`src/rtl/wseq_pkg.sv`:
```
package wseq_pkg;
  typedef enum logic {S_IDLE, S_RUN} wseq_state_e;

  // distance to the next read position along one axis
  function automatic logic [1:0] skip_step(input logic en, input logic colour,
                                           input logic odd);
    if (!en) return 2'd1;
    if (!colour) return 2'd2;
    return odd ? 2'd3 : 2'd1;
  endfunction
endpackage

```
`src/rtl/wseq_win_chk.sv`:
```
module wseq_win_chk #(
  parameter int YW = 10,
  parameter int XW = 6
) (
  input  logic [YW-1:0] y_start,
  input  logic [YW-1:0] y_end,
  input  logic [XW-1:0] kern,
  output logic          ok
);
  assign ok = (y_end >= y_start) && (kern != '0);
endmodule

```
`src/rtl/wseq_axis.sv`:
```
module wseq_axis #(
  parameter int AW = 10,
  parameter int LW = 11
) (
  input  logic [LW-1:0] idx,
  input  logic [LW-1:0] len,
  input  logic [AW-1:0] base,
  input  logic          rev,
  input  logic          sub_en,
  input  logic          sub_col,
  output logic [AW-1:0] addr,
  output logic [LW-1:0] nxt,
  output logic          last
);
  import wseq_pkg::*;

  logic [1:0]    step;
  logic [LW:0]   step_sum;
  logic [LW-1:0] offs;

  always_comb begin
    step     = skip_step(sub_en, sub_col, idx[0]);
    step_sum = {1'b0, idx} + (LW+1)'(step);
    last     = step_sum >= {1'b0, len};
    nxt      = step_sum[LW-1:0];
    offs     = rev ? (len - idx - LW'(1)) : idx;
    addr     = base + offs[AW-1:0];
  end
endmodule

```
`src/rtl/win_addr_seq.sv`:
```
module win_addr_seq #(
  parameter int NWIN = 4,
  parameter int YW   = 10,
  parameter int XW   = 6,
  localparam int CW  = (NWIN > 1) ? $clog2(NWIN) : 1
) (
  input  logic              clk,
  input  logic              rst,
  input  logic              frame_start,
  input  logic              capture_en,
  input  logic [CW-1:0]     win_cnt,
  input  logic [NWIN*YW-1:0] cfg_ystart,
  input  logic [NWIN*YW-1:0] cfg_yend,
  input  logic [NWIN*XW-1:0] cfg_xstart,
  input  logic [NWIN*XW-1:0] cfg_xkern,
  input  logic              rev_x,
  input  logic              rev_y,
  input  logic              sub_en,
  input  logic              sub_color,
  output logic              addr_valid,
  output logic [YW-1:0]     row_addr,
  output logic [XW-1:0]     col_addr,
  output logic              end_row,
  output logic              end_win,
  output logic              end_frame,
  output logic              busy,
  output logic              cfg_err
);
  import wseq_pkg::*;

  localparam int RLW = YW + 1;
  localparam int CLW = XW + 1;

  wseq_state_e     st_q;
  logic [CW-1:0]   win_q;
  logic [RLW-1:0]  ridx_q, ridx_n, row_len;
  logic [CLW-1:0]  cidx_q, cidx_n, col_len;
  logic [YW-1:0]   ys_q [NWIN];
  logic [YW-1:0]   ye_q [NWIN];
  logic [XW-1:0]   xs_q [NWIN];
  logic [XW-1:0]   xk_q [NWIN];
  logic            rev_x_q, rev_y_q, sub_en_q, sub_col_q;
  logic [NWIN-1:0] ok_now, act_now, run_mask_q;
  logic            start, later, row_last, col_last;
  logic [YW-1:0]   row_a;
  logic [XW-1:0]   col_a;

  for (genvar g = 0; g < NWIN; g++) begin : g_chk
    wseq_win_chk #(.YW(YW), .XW(XW)) u_win_chk (
      .y_start (cfg_ystart[g*YW +: YW]),
      .y_end   (cfg_yend[g*YW +: YW]),
      .kern    (cfg_xkern[g*XW +: XW]),
      .ok      (ok_now[g])
    );
  end

  always_comb begin
    for (int i = 0; i < NWIN; i++) act_now[i] = (i <= int'(win_cnt));
    later = 1'b0;
    for (int i = 0; i < NWIN; i++)
      if (run_mask_q[i] && (i > int'(win_q))) later = 1'b1;
  end

  assign start   = frame_start && capture_en && (st_q == S_IDLE);
  assign row_len = {1'b0, ye_q[win_q]} - {1'b0, ys_q[win_q]} + RLW'(1);
  assign col_len = {1'b0, xk_q[win_q]};
  assign busy    = (st_q == S_RUN);

  wseq_axis #(.AW(YW), .LW(RLW)) u_row_axis (
    .idx(ridx_q), .len(row_len), .base(ys_q[win_q]), .rev(rev_y_q),
    .sub_en(sub_en_q), .sub_col(sub_col_q),
    .addr(row_a), .nxt(ridx_n), .last(row_last)
  );

  wseq_axis #(.AW(XW), .LW(CLW)) u_col_axis (
    .idx(cidx_q), .len(col_len), .base(xs_q[win_q]), .rev(rev_x_q),
    .sub_en(sub_en_q), .sub_col(sub_col_q),
    .addr(col_a), .nxt(cidx_n), .last(col_last)
  );

  // configuration snapshot, no reset needed
  always_ff @(posedge clk) begin
    if (start) begin
      for (int i = 0; i < NWIN; i++) begin
        ys_q[i] <= cfg_ystart[i*YW +: YW];
        ye_q[i] <= cfg_yend[i*YW +: YW];
        xs_q[i] <= cfg_xstart[i*XW +: XW];
        xk_q[i] <= cfg_xkern[i*XW +: XW];
      end
      rev_x_q   <= rev_x;
      rev_y_q   <= rev_y;
      sub_en_q  <= sub_en;
      sub_col_q <= sub_color;
    end
  end

  always_ff @(posedge clk) begin
    if (rst) begin
      st_q       <= S_IDLE;
      win_q      <= '0;
      ridx_q     <= '0;
      cidx_q     <= '0;
      run_mask_q <= '0;
      cfg_err    <= 1'b0;
      addr_valid <= 1'b0;
      row_addr   <= '0;
      col_addr   <= '0;
      end_row    <= 1'b0;
      end_win    <= 1'b0;
      end_frame  <= 1'b0;
    end else begin
      addr_valid <= 1'b0;
      end_row    <= 1'b0;
      end_win    <= 1'b0;
      end_frame  <= 1'b0;
      case (st_q)
        S_IDLE: begin
          if (start) begin
            st_q       <= S_RUN;
            win_q      <= '0;
            ridx_q     <= '0;
            cidx_q     <= '0;
            run_mask_q <= ok_now & act_now;
            if (|(act_now & ~ok_now)) cfg_err <= 1'b1;
          end
        end
        S_RUN: begin
          if (capture_en) begin
            if (!run_mask_q[win_q]) begin
              ridx_q <= '0;
              cidx_q <= '0;
              if (later) win_q <= win_q + CW'(1);
              else       st_q  <= S_IDLE;
            end else begin
              addr_valid <= 1'b1;
              row_addr   <= row_a;
              col_addr   <= col_a;
              end_row    <= col_last;
              end_win    <= col_last && row_last;
              end_frame  <= col_last && row_last && !later;
              if (col_last) begin
                cidx_q <= '0;
                if (row_last) begin
                  ridx_q <= '0;
                  if (later) win_q <= win_q + CW'(1);
                  else       st_q  <= S_IDLE;
                end else begin
                  ridx_q <= ridx_n;
                end
              end else begin
                cidx_q <= cidx_n;
              end
            end
          end
        end
        default: st_q <= S_IDLE;
      endcase
    end
  end
endmodule

```
`config.mk`:
```
export PLATFORM = sky130hd
export DESIGN_NAME = win_addr_seq
export DESIGN_NICKNAME = d
export VERILOG_FILES = /design/src/rtl/wseq_pkg.sv /design/src/rtl/wseq_win_chk.sv /design/src/rtl/wseq_axis.sv /design/src/rtl/win_addr_seq.sv
export SDC_FILE = /design/constraint.sdc
export NUM_CORES = 1
export LEC_CHECK = 0
export BUFFER_PORTS_ARGS = -buffer_cell sky130_fd_sc_hd__buf_2
export CORE_ASPECT_RATIO = 2
export CORE_MARGIN = 3
export CORE_UTILIZATION = 40
export CTS_CLUSTER_DIAMETER = 60
export DETAILED_ROUTE_END_ITERATION = 6
export GPL_TIMING_DRIVEN = 0
export HOLD_SLACK_MARGIN = 0.06
export PLACE_DENSITY = 0.66
export SETUP_SLACK_MARGIN = 0.05
export SLEW_MARGIN = 20
export SYNTH_ARGS = -nofsm -noshare
export SYNTH_HDL_FRONTEND = slang
export SYNTH_SLANG_ARGS = --single-unit
```
`constraint.sdc`:
```
create_clock -name clk -period 5.3 [get_ports clk]
set_input_delay 0 -clock clk [delete_from_list [all_inputs] [get_ports clk]]
set_output_delay 0 -clock clk [all_outputs]
set_load 0.05 [all_outputs]
```
==> flow_metrics.py <==
metrics = {
    "power_and_ir_drop": {
        "cellLeakagePower_nw": 5.78,
        "switchingPower_mw": 1.12,
        "power_frac_clock": 0.333,
        "ir_worst_vdd_v": 0.000289,
        "power.internal_mw": 2.71,
        "p_sw_frac": 0.293,
        "seq_power_share": 0.414,
        "power.total_mw": 3.83,
        "p_comb_frac": 0.252,
        "power_density_mw_per_mm2": 275,
    },
    "yosys": {
        "synthesis.nets": 1129,
        "synth_edf_count": 132,
        "synthTopCellsByArea": "edfxtp_1 (39%), ha_1 (14%), dfxtp_1 (9.4%)",
        "yosysTopAreaCell": "edfxtp_1",
        "syn_avg_cell_area_sq_um": 11.7,
        "ys_async_sr_fraction": 0,
        "yosysWarnings": 0,
        "synth_seq_cells": 180,
        "synth_ff_type": "edfxtp_1",
        "synth_top_family_by_area": "adder cells",
        "netlist_instances": 873,
        "synth_xor_area_frac": 0.0352,
        "synthMuxAreaShare": 0.0742,
        "synth_cell_types": 67,
        "synthTopCellsByCount": "edfxtp_1 (132), ha_1 (111), inv_1 (101)",
        "yosysMostFrequentCell": "edfxtp_1",
        "synth.top_cell.area_share": 0.389,
        "yosysSeqAreaShare": 0.483,
        "synthAdderAreaFrac": 0.150,
        "yosys.area_share.simple": 0.0892,
        "synth-compound-area-share": 0.121,
        "syn_area_sq_mm": 0.0102,
    },
    "clock_network": {
        "cts_sinks": 180,
        "clk_latency_ps": 460,
        "cts_buffer_depth": 2,
        "cts_tree": "built",
        "cts_max_level": 4,
        "cts_buffers": 17,
        "path_clk_slew_ps": 80,
        "clk_root_buffer_cell": "clkbuf_16",
    },
    "hold_path": {
        "holdPathStages": 2,
        "hold_start": "cfg_xstart[18]",
        "worstHoldEndpoint": "xs_q[3][0]$_DFFE_PP_",
        "worstHoldPathType": "in2reg",
    },
    "route": {
        "drtAntennaViolNets": 0,
        "drt-initial-drc-count": 390,
        "dr_total_vias": 8161,
        "via_per_inst": 5.22,
        "first_pass_iters": 5,
        "drt_wl_total_um": 29300,
        "wire_per_inst_um": 18.7,
        "drcViolationCount": 0,
    },
    "global_routing": {
        "grt_pass1_vias": 8615,
        "grtUsageTotal": 0.215,
        "grt_max_degree": 89,
        "antenna_found_initial": 2,
        "grt_first_pass_wirelength_um": 44800,
        "overflow": 0,
    },
    "critical_path": {
        "critPathSlowestCell": "mux4_2",
        "ff2ff_setup_slack_ps": -40,
        "r2r.worst_path.cells": 23,
        "path_buf_inv": 6,
        "cpLargestDelayFamily": "compound AO/OA/AOI/OAI gates",
        "start_kind": "register",
        "cp.arrival_ps": 5680,
        "cp_max_fo": 7,
        "critPathCaptureType": "register",
        "worstSetupPathType": "reg2reg",
        "cp_common_cell": "buf_4",
        "slowest_delay_ps": 540,
        "crit_chain": "buf_6 -> clkbuf_16 -> buf_4 -> mux4_2 -> ha_4 -> ha_1 -> a21o_1 -> a21oi_4 -> xnor2_2 -> ha_1 -> buf_4 -> buf_4 -> xor2_1 -> nand2_1 -> o21ai_0 -> ha_1 -> a41oi_1 -> a31oi_4 -> o41ai_4 -> a2111oi_4 -> buf_4 -> a32o_2 -> a311o_1",
        "r2r_end": "row_addr[9]$_SDFFE_PP0P_",
        "crit_required_ps": 5640,
    },
    "cells_and_area": {
        "n_fill_cell": 2145,
        "syn_to_final_growth_pct": 36.7,
        "fin_nets": 1469,
        "drive_gt1_frac": 0.244,
    },
    "sta": {
        "timing.final.ws_setup_ps": -39.1,
        "skew_ps": 9.70,
        "final_max_slew_viol_count": 0,
        "worst_slew_pin_slew_ps": 1020,
        "post-route-period-util": 1.01,
        "hold_ws_ps": 254,
        "slew_headroom": 0.318,
        "rsz0062_at_grt": "yes",
        "fmaxAchievable_mhz": 187,
        "timing_hold_violations_final": 0,
        "post-route-min-period_ps": 5340,
        "setup_violations": 1,
    },
    "run": {
        "maxCapViolations": 0,
    },
    "floorplan": {
        "dieArea_sq_mm": 0.0276,
        "core-area_sq_mm": 0.0250,
        "die_h_um": 232,
        "initial_core_util": 0.407,
        "die_w_um": 119,
        "io_pins": 160,
        "rows": 82,
    },
    "place": {
        "gp_congestion": 0.849,
        "dpl.hpwl_um": 21200,
        "io_buffer_count": 159,
    },
    "status": {
        "status": "finished, violations left",
        "violations": "setup timing",
    },
}
==> per-stage QoR <==
stage / TNS, ps / cell area [sq um] / util / setup WS [ps] / instances
after floorplan: 0 / 10200 / - / 72.3 / 873
after global placement: -142160 / 11400 / 0.456 / -1150 / 1368
after detailed placement: -11340 / 11500 / 0.458 / -1210 / 1369
after CTS: -63.6 / 13700 / 0.549 / -63.6 / 1555
after global routing: -219 / 13900 / 0.557 / -219 / 1563
final: -39.1 / 13900 / 0.557 / -39.1 / 1564
==> flip-flops by register name (all words and copies together) (netlist names), 2 cells and up, named ones only <==
name,flops
ridx_q,11
ys_q,40
run_mask_q,4
xk_q,24
col_addr,6
cidx_q,7
ye_q,40
row_addr,10
xs_q,24
win_q,2
==> how the worst max path moves through the flow <==
| stage | to | slack, ps | cells after the start |
|---|---|---|---|
| after global placement | row_addr[9]$_SDFFE_PP0P_ | -1150 | 22 |
| after CTS | row_addr[9]$_SDFFE_PP0P_ | -60 | 24 |
| after global routing | row_addr[9]$_SDFFE_PP0P_ | -220 | 27 |
| final | row_addr[9]$_SDFFE_PP0P_ | -40 | 23 |
| after detailed placement | row_addr[9]$_SDFFE_PP0P_ | -1210 | 24 |
| after floorplan | row_addr[9]$_SDFFE_PP0P_ | 70 | 23 |
==> cells by family after synthesis <==
logic type	after synthesis
mux	34
xor+xnor	41
flops	180
compound gates	188
simple gates	185
buf+inv	127
fa+ha+maj	118
==> timing repair <==
action                                  in CTS  in global routing
pin swaps                                   14                 27
hold buffers                               138                  0
endpoints found under the setup margin      19                 12
hold endpoints to repair                   144                  0
resized for setup                           36                 29
buffers inserted                            18                  6
==> power by group through the flow <==
stage	clock network (mW)	registers (mW)	logic, mW
after global placement	0	1.63	0.709
after global routing	1.35	1.59	1.06
after CTS	1.30	1.59	0.902
final	1.28	1.59	0.968
after detailed placement	0	1.62	0.730
after floorplan	0	1.63	0.488
==> final cells by class <==
type,instances,area [sq um],share of cell area
clock buffers,17,425,0.0305
well taps,336,420,0.0302
clock inverters,14,168,0.0120
flip-flops and latches,180,4930,0.353
diodes,3,7.51,0.000538
plain buffers,25,178,0.0127
repair buffers,321,2380,0.170
multi-input cells,566,5050,0.362
inverters,102,388,0.0278
==> metal layers <==
| layer | vias up | wire (um) | global-route usage | share of wire |
|---|---|---|---|---|
| met5 | - | 0 | 0 | 0 |
| met4 | 0 | 1710 | 0.134 | 0.058 |
| met3 | 82 | 1050 | 0.0400 | 0.036 |
| met2 | 224 | 16600 | 0.411 | 0.57 |
| met1 | 3941 | 9990 | 0.207 | 0.34 |
| li1 | 3914 | - | - | - |
==> cell usage in the layout (no fill, tap or decap), types with 5 or more instances in the layout <==
cell type and count:
xor2_1 8, a211oi_1 16, nand3_1 14, nor2b_1 6
a21oi_1 58, dlygate4sd3_1 138, and3_1 7, o21a_1 6
a22oi_1 5, nand2b_1 7, ha_4 7, or3_1 5
nor3_1 8, a31oi_1 5, buf_2 159, ha_1 101
nor2_1 36, buf_4 24, clkbuf_1 17, nand2_1 61
a21o_1 23, clkbuf_16 18, nand4_1 9, fa_1 6
inv_1 100, edfxtp_1 132, o32ai_1 6, o211ai_1 5
mux4_2 32, dfxtp_1 46, xnor2_1 30, o21ai_0 24
Note: power is estimated with default switching activity, not from simulation.
